## src/rtl/async_sram_timer.sv

```systemverilog
module async_sram_timer #(
  parameter int W = 16
) (
  input  logic         clk,
  input  logic         rst_n,
  input  logic [3:0]   cfg_setup,
  input  logic [3:0]   cfg_hold,
  input  logic [7:0]   cfg_strobe,
  input  logic [3:0]   cfg_turn,
  input  logic         cfg_wait_en,
  input  logic         cfg_wait_hi,
  input  logic         cfg_bank_en,
  input  logic         cfg_mux_en,
  input  logic         req_valid,
  input  logic         req_write,
  input  logic [W-1:0] req_addr,
  input  logic [W-1:0] req_wdata,
  output logic         req_ready,
  output logic [W-1:0] req_rdata,
  output logic         mem_cs_n,
  output logic         mem_oe_n,
  output logic         mem_we_n,
  output logic         mem_adv_n,
  output logic [W-1:0] mem_addr,
  output logic [W-1:0] mem_ad_out,
  output logic         mem_ad_oe,
  input  logic [W-1:0] mem_ad_in,
  input  logic         mem_wait
);
  localparam int CW = 9;
  localparam logic [CW-1:0] ONE = CW'(1);
  localparam logic [CW-1:0] RD_EXTRA = CW'(2);
  localparam logic [CW-1:0] WAIT_MIN = CW'(3);

  typedef enum logic [2:0] {P_IDLE, P_SETUP, P_HOLD, P_DATA, P_TURN} phase_t;

  phase_t        state;
  logic [CW-1:0] cnt;
  logic          wr_q;
  logic [W-1:0]  addr_q, wdata_q;
  logic [1:0]    wsync;
  logic          wait_act, stall, last_rd;

  assign wait_act = cfg_wait_en && (wsync[1] == cfg_wait_hi);
  assign stall    = (state == P_DATA) && wait_act && (cnt >= WAIT_MIN);
  assign last_rd  = (state == P_DATA) && (cnt == '0) && !wr_q;

  always_ff @(posedge clk or negedge rst_n)
    if (!rst_n) wsync <= '0;
    else        wsync <= {wsync[0], mem_wait};

  always_ff @(posedge clk or negedge rst_n) begin
    if (!rst_n) begin
      state   <= P_IDLE;
      cnt     <= '0;
      wr_q    <= 1'b0;
      addr_q  <= '0;
      wdata_q <= '0;
    end else begin
      case (state)
        P_IDLE:
          if (req_valid && cfg_bank_en) begin
            state   <= P_SETUP;
            cnt     <= CW'(cfg_setup);
            wr_q    <= req_write;
            addr_q  <= req_addr;
            wdata_q <= req_wdata;
          end
        P_SETUP:
          if (cnt == '0) begin
            state <= P_HOLD;
            cnt   <= CW'(cfg_hold);
          end else cnt <= cnt - ONE;
        P_HOLD:
          if (cnt == '0) begin
            state <= P_DATA;
            cnt   <= wr_q ? CW'(cfg_strobe) : CW'(cfg_strobe) + RD_EXTRA;
          end else cnt <= cnt - ONE;
        P_DATA:
          if (!stall) begin
            if (cnt == '0) begin
              state <= P_TURN;
              cnt   <= CW'(cfg_turn);
            end else cnt <= cnt - ONE;
          end
        P_TURN:
          if (cnt == '0) state <= P_IDLE;
          else           cnt   <= cnt - ONE;
        default: state <= P_IDLE;
      endcase
    end
  end

  always_ff @(posedge clk or negedge rst_n)
    if (!rst_n)       req_rdata <= '0;
    else if (last_rd) req_rdata <= mem_ad_in;

  assign req_ready  = (state == P_TURN) && (cnt == '0);
  assign mem_cs_n   = !(state inside {P_SETUP, P_HOLD, P_DATA});
  assign mem_adv_n  = !(cfg_mux_en && state == P_SETUP);
  assign mem_oe_n   = !(state == P_DATA && !wr_q);
  assign mem_we_n   = !(state == P_DATA && wr_q);
  assign mem_addr   = addr_q;
  assign mem_ad_out = (state == P_DATA) ? wdata_q : addr_q;
  assign mem_ad_oe  = (cfg_mux_en && (state == P_SETUP || state == P_HOLD)) ||
                      (state == P_DATA && wr_q);


  strobe_excl_chk: assert property (@(posedge clk) disable iff (!rst_n)
    (!mem_oe_n || !mem_we_n) |-> (!mem_cs_n && (mem_oe_n || mem_we_n)));


  adv_bus_chk: assert property (@(posedge clk) disable iff (!rst_n)
    !mem_adv_n |-> (mem_ad_oe && mem_ad_out == mem_addr && !mem_cs_n));


  wdata_bus_chk: assert property (@(posedge clk) disable iff (!rst_n)
    !mem_we_n |-> (mem_ad_oe && mem_ad_out == wdata_q));


  ready_pulse_chk: assert property (@(posedge clk) disable iff (!rst_n)
    req_ready |=> (!req_ready && mem_cs_n));


  addr_phase_chk: assert property (@(posedge clk) disable iff (!rst_n)
    ((state == P_SETUP || state == P_HOLD) && cnt != '0) |=>
      (state == $past(state) && cnt == $past(cnt) - ONE));


  wait_hold_chk: assert property (@(posedge clk) disable iff (!rst_n)
    (state == P_DATA && wait_act && cnt >= WAIT_MIN) |=>
      (state == P_DATA && $stable(cnt)));


  wait_late_chk: assert property (@(posedge clk) disable iff (!rst_n)
    (state == P_DATA && cnt != '0 && (!wait_act || cnt < WAIT_MIN)) |=>
      (state == P_DATA && cnt == $past(cnt) - ONE));


  rdata_hold_chk: assert property (@(posedge clk) disable iff (!rst_n)
    !last_rd |=> $stable(req_rdata));


  bank_off_chk: assert property (@(posedge clk) disable iff (!rst_n)
    (state == P_IDLE && !cfg_bank_en) |=> (mem_cs_n && state == P_IDLE));
endmodule

```

## config.mk

```make
export PLATFORM = sky130hd
export DESIGN_NAME = async_sram_timer
export DESIGN_NICKNAME = d
export VERILOG_FILES = /design/src/rtl/async_sram_timer.sv
export SDC_FILE = /design/constraint.sdc
export NUM_CORES = 1
export LEC_CHECK = 0
export BUFFER_PORTS_ARGS = -buffer_cell sky130_fd_sc_hd__buf_2
export CORE_ASPECT_RATIO = 1.4
export CORE_MARGIN = 2
export CORE_UTILIZATION = 45
export DETAILED_ROUTE_END_ITERATION = 8
export PLACE_DENSITY = 0.82
export SETUP_SLACK_MARGIN = 0.1
export SLEW_MARGIN = 25
export SYNTH_ARGS = -nofsm -noshare
export SYNTH_HDL_FRONTEND = slang
export SYNTH_SLANG_ARGS = --single-unit
```

## constraint.sdc

```tcl
create_clock -name clk -period 2.4 [get_ports clk]
set_clock_uncertainty 0.15 [all_clocks]
set_input_delay 0.36 -clock clk [delete_from_list [all_inputs] [get_ports clk]]
set_output_delay 0.36 -clock clk [all_outputs]
set_load 0.02 [all_outputs]
```

# Word-level counts from Yosys, hierarchy flattened
# Cells that the tools add are included.
[op_classes]
n_addsub = 2
order_cmp = 1
eq_ne = 12
mux = 16
reduce_logical = 25
[op_table]
columns = ["operator", "count"]
rows = [
  ["9-bit 2-to-1 mux", 7],
  ["9-bit case mux with 5 select lines", 1],
  ["3-bit 2-to-1 mux", 6],
  ["16-bit 2-to-1 mux", 1],
  ["3-bit case mux with 5 select lines", 1],
  ["2-bit != test (second input constant)", 6],
  ["1-bit logical AND", 11],
  ["8-bit by 2-bit adder with 9-bit output (second input constant)", 1],
  ["9-bit by 2-bit >= comparator with 1-bit output (second input constant)", 1],
  ["9-bit zero test", 1],
  ["9-bit by 1-bit subtractor with 9-bit output (second input constant)", 1],
  ["3-bit by 2-bit == test with 1-bit output (second input constant)", 2],
  ["6-bit AND reduction", 1],
  ["1-bit zero test", 5],
  ["5-bit nonzero test", 1],
  ["4-bit AND reduction", 1],
  ["3-bit by 1-bit == test with 1-bit output (second input constant)", 1],
  ["3-bit == test (second input constant)", 1],
  ["3-bit zero test", 1],
  ["3-bit nonzero test", 1],
  ["1-bit logical OR", 2],
  ["2-bit by 1-bit != test with 1-bit output (second input constant)", 1],
  ["2-bit AND reduction", 1],
  ["1-bit == test", 1],
]
[totals]
regBits = 63
in_bits = 77
word_cells = 63

# Depth between registers and ports, before layout
# Gate-level depths: netlist of run 1.
[depth]
word_depth = 6
ltp_mapped = 8
depth_no_buf = 7

# Worst setup path after synthesis of run 1
# OpenSTA, ideal clock, no wires.
[synth_timing]
kind = "register to register"
start = "reg cnt[0]"
end = "reg req_rdata[10]"
t_arrival_ns = 2.006
required_ns = 2.125
slack_ns = 0.119
stages_incl_launch_ff = 9
period_less_slack_ns = 2.281
path_cell_list = "dfrtp_1 inv_1 ha_1 or4b_4 nor2_8 nand2b_2 buf_6 buf_12 mux2_4"
[synth_between]
elab_chain_len = 3
[synth_lines]
columns = ["item", "line_no", "text"]
rows = [
  ["start, declared", "38", "logic [CW-1:0] cnt;"],
  ["start signal, assigned", "64", "cnt <= CW'(cfg_setup);"],
  ["start signal, assigned", "72", "cnt <= CW'(cfg_hold);"],
  ["start signal, assigned", "73", "end else cnt <= cnt - ONE;"],
  ["9-bit zero test", "46", "assign last_rd = (state == P_DATA) && (cnt == '0) && !wr_q;"],
  ["1-bit logical AND (2 in series)", "46", ""],
  ["end signal, assigned", "96", "else if (last_rd) req_rdata <= mem_ad_in;"],
  ["end, declared", "19", "output logic [W-1:0] req_rdata,"],
]
# No other way between the ends.
# A chain may end at the register's enable or synchronous reset.

# Worst setup path in the final report of run 1
[layout_timing]
start = "reg cnt[0]"
end = "reg cnt[7]"
[layout_between]
elab_chain_len = 4
elab_cells_between_ends = 13
cone_classes = "add/sub (1); order compare (1); eq/ne (2); mux (6); reduce/logical (3)"
[layout_lines]
columns = ["item", "line_no"]
rows = [
  ["9-bit by 1-bit subtractor with 9-bit output (tied with other cells)", "--"],
  ["9-bit 2-to-1 mux or 1-bit logical AND (tied branches)", "81, 45"],
  ["9-bit 2-to-1 mux or 2-bit != test (tied branches)", "--"],
  ["9-bit case mux with 5 select lines or 4-bit AND reduction (tied branches)", "--"],
]
# Parallel ways exist; a longest one is shown, timed or not. The select of a mux whose other input is x is not followed.

==> results of run 1 <==
[cell families after synthesis]
group	count (synthesis)
AND/OR/NAND/NOR	69
multiplexers	67
AO/OA/AOI/OAI	64
flip-flops	63
buffers and inverters	25
XOR/XNOR	7
adder cells (fa/ha/maj)	3
[layout make-up]
type / count / area, sq um / area share, %
tap: 97 / 121 / 2.54
timing repair buffer: 164 / 958 / 20.1
clock inverter: 3 / 67.6 / 1.41
clock buffer: 11 / 151 / 3.17
inverter: 9 / 33.8 / 0.707
multi-input combinational: 210 / 1870 / 39.1
sequential: 63 / 1580 / 33.1
[layer usage]
metal | vias up | routed length (microns) | track usage (%)
met1 | 1527 | 3660 | 25.8
li1 | 1432 | - | -
met2 | 125 | 5110 | 39.5
met4 | 0 | 234 | 10.9
met3 | 24 | 422 | 2.75
met5 | - | 0 | 0
[synth_stat cells, types with 3 or more instances]
cell type	n	area share [%]
nand2_1	17	1.8
clkbuf_1	6	0.65
and3_1	4	0.72
nand2b_1	4	0.72
o22ai_1	5	0.90
a21oi_1	11	1.6
o21ai_0	10	1.4
a31oi_1	5	0.90
nor2b_1	3	0.54
a22oi_1	3	0.65
buf_2	4	0.58
nor3_1	5	0.72
mux2_4	10	4.3
nand3_1	10	1.4
a211oi_1	4	0.86
inv_1	9	0.97
nor2_1	10	1.1
buf_4	3	0.65
a32oi_1	4	1.0
ha_1	3	1.1
xnor2_1	6	1.5
dfrtp_1	63	45
mux2_2	56	18
[registers in the layout (all words and copies together), names as in the netlist]
register,cells
wdata_q,16
cnt,9
req_rdata,16
mem_addr,16
wsync,2
wr_q,1
state,3
[worst max-delay path by stage]
stage,startpoint,to,slack [ns],cells past startpoint
2_1_floorplan,cnt[0]$_DFFE_PN0P_,req_rdata[10]$_DFFE_PN0P_,0.12,8
3_3_place_gp,cnt[1]$_DFFE_PN0P_,req_rdata[9]$_DFFE_PN0P_,0.03,6
3_5_place_dp,cnt[1]$_DFFE_PN0P_,req_rdata[12]$_DFFE_PN0P_,0.009,6
4_1_cts,cnt[0]$_DFFE_PN0P_,cnt[1]$_DFFE_PN0P_,0.11,10
5_1_grt,cnt[0]$_DFFE_PN0P_,cnt[7]$_DFFE_PN0P_,0.04,9
6_report,cnt[0]$_DFFE_PN0P_,cnt[7]$_DFFE_PN0P_,0.13,9
[per-stage QoR]
step                      setup slack, ns  cell area [sq um]  util (%)
after floorplan                     0.119               3480         -
after global placement             0.0345               4340      58.5
after detailed placement          0.00932               4340      58.5
after CTS                           0.107               4670      63.1
after global routing               0.0357               4780      64.5
final                               0.134               4780      64.5
[critical path: stages, from the launching register on]
cell and delay [ns]:
dfrtp_1 0.40, buf_4 0.15, ha_1 0.20, nor4_2 0.20
buf_4 0.18, nand3_1 0.15, a221oi_2 0.29, buf_4 0.18
a31oi_1 0.08, o22ai_1 0.18
[repair_timing]
item / 4_1_cts / 5_1_grt
endpoints found under the hold margin: 14 / 0
endpoints found under the setup margin: 40 / 25
resized for setup: 12 / 19
setup buffers: 8 / 3
pin swaps: 2 / 4
hold buffers: 2 / 0
[power by group through the flow]
| stage | clock network, mW | registers, mW | logic [mW] |
|---|---|---|---|
| 2_1_floorplan | 0 | 2.19 | 2.46 |
| 3_5_place_dp | 0 | 1.94 | 4.07 |
| 5_1_grt | 1.08 | 2.02 | 4.74 |
| 3_3_place_gp | 0 | 1.91 | 4.01 |
| 4_1_cts | 1.04 | 1.94 | 4.23 |
| 6_report | 1.02 | 1.94 | 4.45 |
==> summary.md, run 1 <==
| Metric | Value |
|---|---|
| Startpoint type of the worst setup path | `flip-flop` |
| CP Class | `flip-flop to flip-flop` |
| Die width | `between 70 and 80 microns` |
| CTS Root Cell | `clkbuf_8` |
| Post-Synth Simple-Gate Area | `between 10% and 20%` |
| GP Congestion | `around 0.94` |
| Hold Path Sink | `wdata_q[6]$_DFFE_PN0P_` |
| Flop pwr share | `a little over a quarter` |
| Largest family of logic cells by synthesized area | `multiplexers` |
| Share of cells above drive strength 1 | `59.3%` |
| Xor/xnor share of the synthesized area | `1.76%` |
| Post-synthesis adder-cell area fraction | `1.08%` |
| Status | `completed` |
| DIE HEIGHT | `108 microns` |
| First-pass GRT wire length | `between 10000 and 15000 microns` |
| Vias | `approximately 3100` |
| Layout Cells excl Fill | `between 500 and 600` |
| Asr flop ratio synth | `between 90% and 100%` |
| Flop2flop setup slack | `0.13 ns` |
| Clock sinks | `between 60 and 70` |
| Tcrit/Tclk final | `a little over nine tenths` |
| Avg Inst Size Synth | `about 12 sq um` |
| DR iter-0 viols | `about 270` |
| Fillers | `between 600 and 700` |
| Largest net degree at the start of global routing | `34` |
| VDD IR max | `slightly below 0.9 mV` |
| Vias per Instance | `5.58` |
| Switch Pwr | `~3.2 mW` |
| Reg clk slew, reported paths | `about 0.070 ns` |
| Worst slew pin tran | `roughly 0.47 ns` |
| Post-synthesis sequential element count | `63` |
| Area of the core | `7410 sq um` |
| Remaining global-route overflow | `0` |
| Antenna Cells | `0` |
| Worst r2r src | `cnt[0]$_DFFE_PN0P_` |
| Hold Crit Start | `req_wdata[6]` |
| Clock power share | `between 10 and 15%` |
| Final hold slack | `a little over 0.1 ns` |
| Int Power | `roughly 4.2 mW` |
| R2R cell count | `9` |
| Number of antenna violations at the first check in global routing | `0` |
| Placed cell count | `530` |
| WL final | `9430 microns` |
| Static leakage | `around 2.3 nW` |
| RSZ-0062 raised after global routing | `yes` |
| Final Max Tran Viols | `0` |
| Site row count | `37` |
| Syn nets | `about 380` |
| Final Setup Violations | `0` |
| Reg2reg end | `cnt[7]$_DFFE_PN0P_` |
| Syn Inst Count | `298` |
| Compound-Gate Fraction of Synth Area | `13.3%` |
| Vias in the first global route | `3179` |
| Synth cell types | `57` |
| Port-buffer cells | `130` |
| Worst-path maximum fanout | `3` |
| Worst slew margin | `68.3%` |
| Post-synth EDFFs | `0` |
| Cells on Worst Hold Path | `2` |
| Switching Fraction | `~43%` |
| CP arrival | `2.35 ns` |
| Skew-Pair Late Insertion Delay | `about 0.33 ns` |
| Fmax | `0.441 GHz` |
| Ys flop type | `dfrtp_1` |
| Max-Cap Viols | `0` |
| DRT antenna net count | `0` |
| Final TNS setup | `0 ns` |
| Cts bufs inserted | `9` |
| CTS tree | `built` |
| Synthesis Warnings | `0` |
| Drt wl/cell | `about 17 microns` |
| Pwr/cell area | `about 1500 nW/um^2` |
| Io pins | `~130` |
| Worst setup EP type | `flip-flop` |
| DR DRC count | `0` |
| Final net count | `around 540` |
| Die area | `8450 sq um` |
| Most frequent cells in the layout | `129 x buf_2, 61 x dfrtp_1, 56 x mux2_2` |
| Seq/Total Area, Yosys | `between 40% and 50%` |
| Initial Utilization | `roughly 47%` |
| Mux contribution to synthesized area | `22.8%` |
| GRT Total Usage | `between 20% and 30%` |
| Final Critical Period | `2.27 ns` |
| Post-DP HPWL | `7060 microns` |
| Synth-to-Final Area Change | `37.4%` |
| Mapped cell area | `roughly 3500 sq um` |
| Clock buffer depth | `2` |
| Most common cell after layout, fill and taps aside | `buf_2` |
| WP data required | `roughly 2.5 ns` |
| Pre-antenna DRT Iters | `6` |
| HP Class | `input pin to flip-flop` |
| H-tree Lvls | `3` |
| Final-report hold violation count | `0` |
| Total power | `between 7 and 8 mW` |
| Logic gate share of total power | `between 60% and 70%` |
Note: power is estimated with default switching activity, not from simulation.
==> run 2, diff against run 1 <==
--- a/config.mk
+++ b/config.mk
@@ -10,7 +10,8 @@
 export CORE_MARGIN = 2
 export CORE_UTILIZATION = 45
 export DETAILED_ROUTE_END_ITERATION = 8
-export PLACE_DENSITY = 0.82
+export PLACE_DENSITY = 0.8
+export REMOVE_ABC_BUFFERS = 1
 export SETUP_SLACK_MARGIN = 0.1
 export SLEW_MARGIN = 25
 export SYNTH_ARGS = -nofsm -noshare
==> summary.md, run 2 (synthesis gave the netlist of run 1 again) <==
| Metric | Value |
|---|---|
| Worst-path maximum fanout | `4 (+1)` |
| Worst slew margin | `61.3% (-7.1 points)` |
| WL final | `9450 microns (+0.21%)` |
| Startpoint type of the worst setup path | `flip-flop` |
| DIE HEIGHT | `108 microns (unchanged)` |
| Drt wl/cell | `16.9 microns (-0.15%)` |
| Int Power | `4.06 mW (-4.2%)` |
| Final Setup Violations | `0 (unchanged)` |
| Max-Cap Viols | `0 (unchanged)` |
| HP Class | `input pin to flip-flop` |
| Final Max Tran Viols | `0 (unchanged)` |
| Largest net degree at the start of global routing | `64 (+88%)` |
| Synth-to-Final Area Change | `35.5%` |
| Reg2reg end | `cnt[8]$_DFFE_PN0P_` |
| DR iter-0 viols | `222 (-19%)` |
| Flop2flop setup slack | `0.15 ns (+0.02 ns)` |
| First-pass GRT wire length | `14400 microns (-2.2%)` |
| Antenna Cells | `0 (unchanged)` |
| Clock power share | `11.7% (-2.1 points)` |
| Flop pwr share | `27.1% (+0.9 points)` |
| Die area | `8450 sq um (unchanged)` |
| Status | `completed` |
| Pwr/cell area | `1530 nW/um^2 (-1.2%)` |
| Worst setup EP type | `output port` |
| Sequential Area | `1580 sq um (unchanged)` |
| Cts bufs inserted | `9 (unchanged)` |
| Remaining global-route overflow | `0 (unchanged)` |
| Worst slew pin tran | `0.577 ns (+0.103 ns)` |
| Clock sinks | `63 (unchanged)` |
| Vias | `3125 (+0.55%)` |
| Final net count | `537 (unchanged)` |
| Number of antenna violations at the first check in global routing | `0 (unchanged)` |
| DRT antenna net count | `0 (unchanged)` |
| Combined area of the multi-input logic cells | `1830 sq um (-2.1%)` |
| Initial Utilization | `46.9% (unchanged)` |
| Site row count | `37 (unchanged)` |
| Critical path destination | `req_ready` |
| Most common cell after layout, fill and taps aside | `buf_2` |
| CTS Root Cell | `clkbuf_8` |
| Tcrit/Tclk final | `95.8% (+1.4 points)` |
| Vias per Instance | `5.59 (+0.19%)` |
| Final Cell Area | `4710 sq um (-1.4%)` |
| Static leakage | `2.26 nW (-1.1%)` |
| Clock buffer depth | `2 (unchanged)` |
| Most frequent cells in the layout | `130 x buf_2, 61 x dfrtp_1, 56 x mux2_2` |
| RSZ-0062 raised after global routing | `yes` |
| R2R cell count | `9 (unchanged)` |
| DR DRC count | `0 (unchanged)` |
| CTS tree | `built` |
| CP Class | `flip-flop to output port` |
| Post-DP HPWL | `6810 microns (-3.5%)` |
| Area of the core | `7410 sq um (unchanged)` |
| Switching Fraction | `43.7% (+0.96 points)` |
| Final-report hold violation count | `0 (unchanged)` |
| Die width | `78.3 microns (unchanged)` |
| WP data required | `1.89 ns (-0.60 ns)` |
| Skew-Pair Late Insertion Delay | `0.35 ns (+0.02 ns)` |
| Reg clk slew, reported paths | `0.07 ns (about the same)` |
| Total power | `7.21 mW (-2.6%)` |
| GP Congestion | `0.889 (-5.3%)` |
| GRT Total Usage | `22.0% (+0.041 points)` |
| Share of cells above drive strength 1 | `58.4% (-0.91 points)` |
| Post-DP Area | `4320 sq um (-0.29%)` |
| CP arrival | `1.79 ns (-0.56 ns)` |
| Final Critical Period | `2.30 ns (+0.0326 ns)` |
| VDD IR max | `0.924 mV (+4.8%)` |
| H-tree Lvls | `3 (unchanged)` |
| Vias in the first global route | `3035 (-4.5%)` |
| Switch Pwr | `3.15 mW (-0.41%)` |
| Port-buffer cells | `130 (unchanged)` |
| Worst r2r src | `cnt[1]$_DFFE_PN0P_` |
| Fillers | `620 (-5.2%)` |
| Fmax | `0.435 GHz (-1.4%)` |
| Logic gate share of total power | `61.3% (+1.2 points)` |
| Io pins | `131 (unchanged)` |
| CP startpoint | `cnt[1]$_DFFE_PN0P_` |
| Pre-antenna DRT Iters | `5 (-1)` |
run 2: changes by cell type in the layout (fill, tap and decap cells not counted), moves of 2 or more:
cell       change
clkbuf_1       +2
clkinv_2       +2
buf_4          -6
bufinv_16      -2
buf_6          +5
run 2: routing by layer:
metal	track usage, %	up-vias	share of wire (%)
met3	4.01	22	6.4
met2	37.6	144	53
met4	12.9	0	3.0
li1	-	1433	-
met1	25.9	1526	38
met5	0	-	0
run 2: worst min-delay path by stage:
stage | to | slack, ns | cells after the start | start
3_3_place_gp | wsync[1]$_DFF_PN0_ | 0.19 | 0 | wsync[0]$_DFF_PN0_
3_5_place_dp | wsync[1]$_DFF_PN0_ | 0.18 | 0 | wsync[0]$_DFF_PN0_
5_1_grt | wdata_q[6]$_DFFE_PN0P_ | 0.08 | 2 | req_wdata[6]
2_1_floorplan | cnt[0]$_DFFE_PN0P_ | -0.09 | 0 | rst_n
4_1_cts | wdata_q[6]$_DFFE_PN0P_ | 0.08 | 2 | req_wdata[6]
6_report | wdata_q[6]$_DFFE_PN0P_ | 0.09 | 2 | req_wdata[6]
run 2: final cells by class:
class	count	share of cell area [%]
inverters	9	0.717
clock buffers	13	3.37
clock inverters	3	0.372
flip-flops and latches	63	33.5
multi-input cells	210	38.8
well taps	97	2.58
repair buffers	164	20.7
run 2: timing repair:
| item | 4_1_cts | 5_1_grt |
|---|---|---|
| buffers inserted | 3 | 6 |
| hold endpoints to repair | 64 | 0 |
| endpoints found under the setup margin | 35 | 37 |
| cloned | 0 | 2 |
| resized for setup | 16 | 16 |
| hold buffers | 2 | 0 |
| pin swaps | 1 | 6 |
run 2: power groups by stage:
stage	Sequential (mW)	Clock [mW]	Combinational, mW
final	1.95	0.840	4.42
after global placement	1.92	0	3.96
after CTS	1.94	0.858	4.14
after floorplan	2.27	0	2.28
after detailed placement	1.95	0	4.02
after global routing	2.02	0.898	4.71
run 2: worst max-delay path, cell delays in order, from the launching register on:
cell	delay (ns)
dfrtp_1	0.39
inv_2	0.09
ha_4	0.14
buf_6	0.10
nor4b_4	0.25
nand2_1	0.11
buf_6	0.14
nor2_4	0.09
buf_6	0.13
run 2: metrics by stage:
stage               cells  utilization [%]  TNS [ns]  hold slack [ns]  worst slack (ns)
finish                559             63.6         0           0.0917             0.101
global route          559             63.6         0           0.0842            0.0165
CTS                   551             62.0         0           0.0796            0.0642
detailed placement    530             58.4         0            0.185            0.0221
global placement      530             58.4         0            0.186            0.0937
floorplan             282                -    -10.91          -0.0856            -0.236
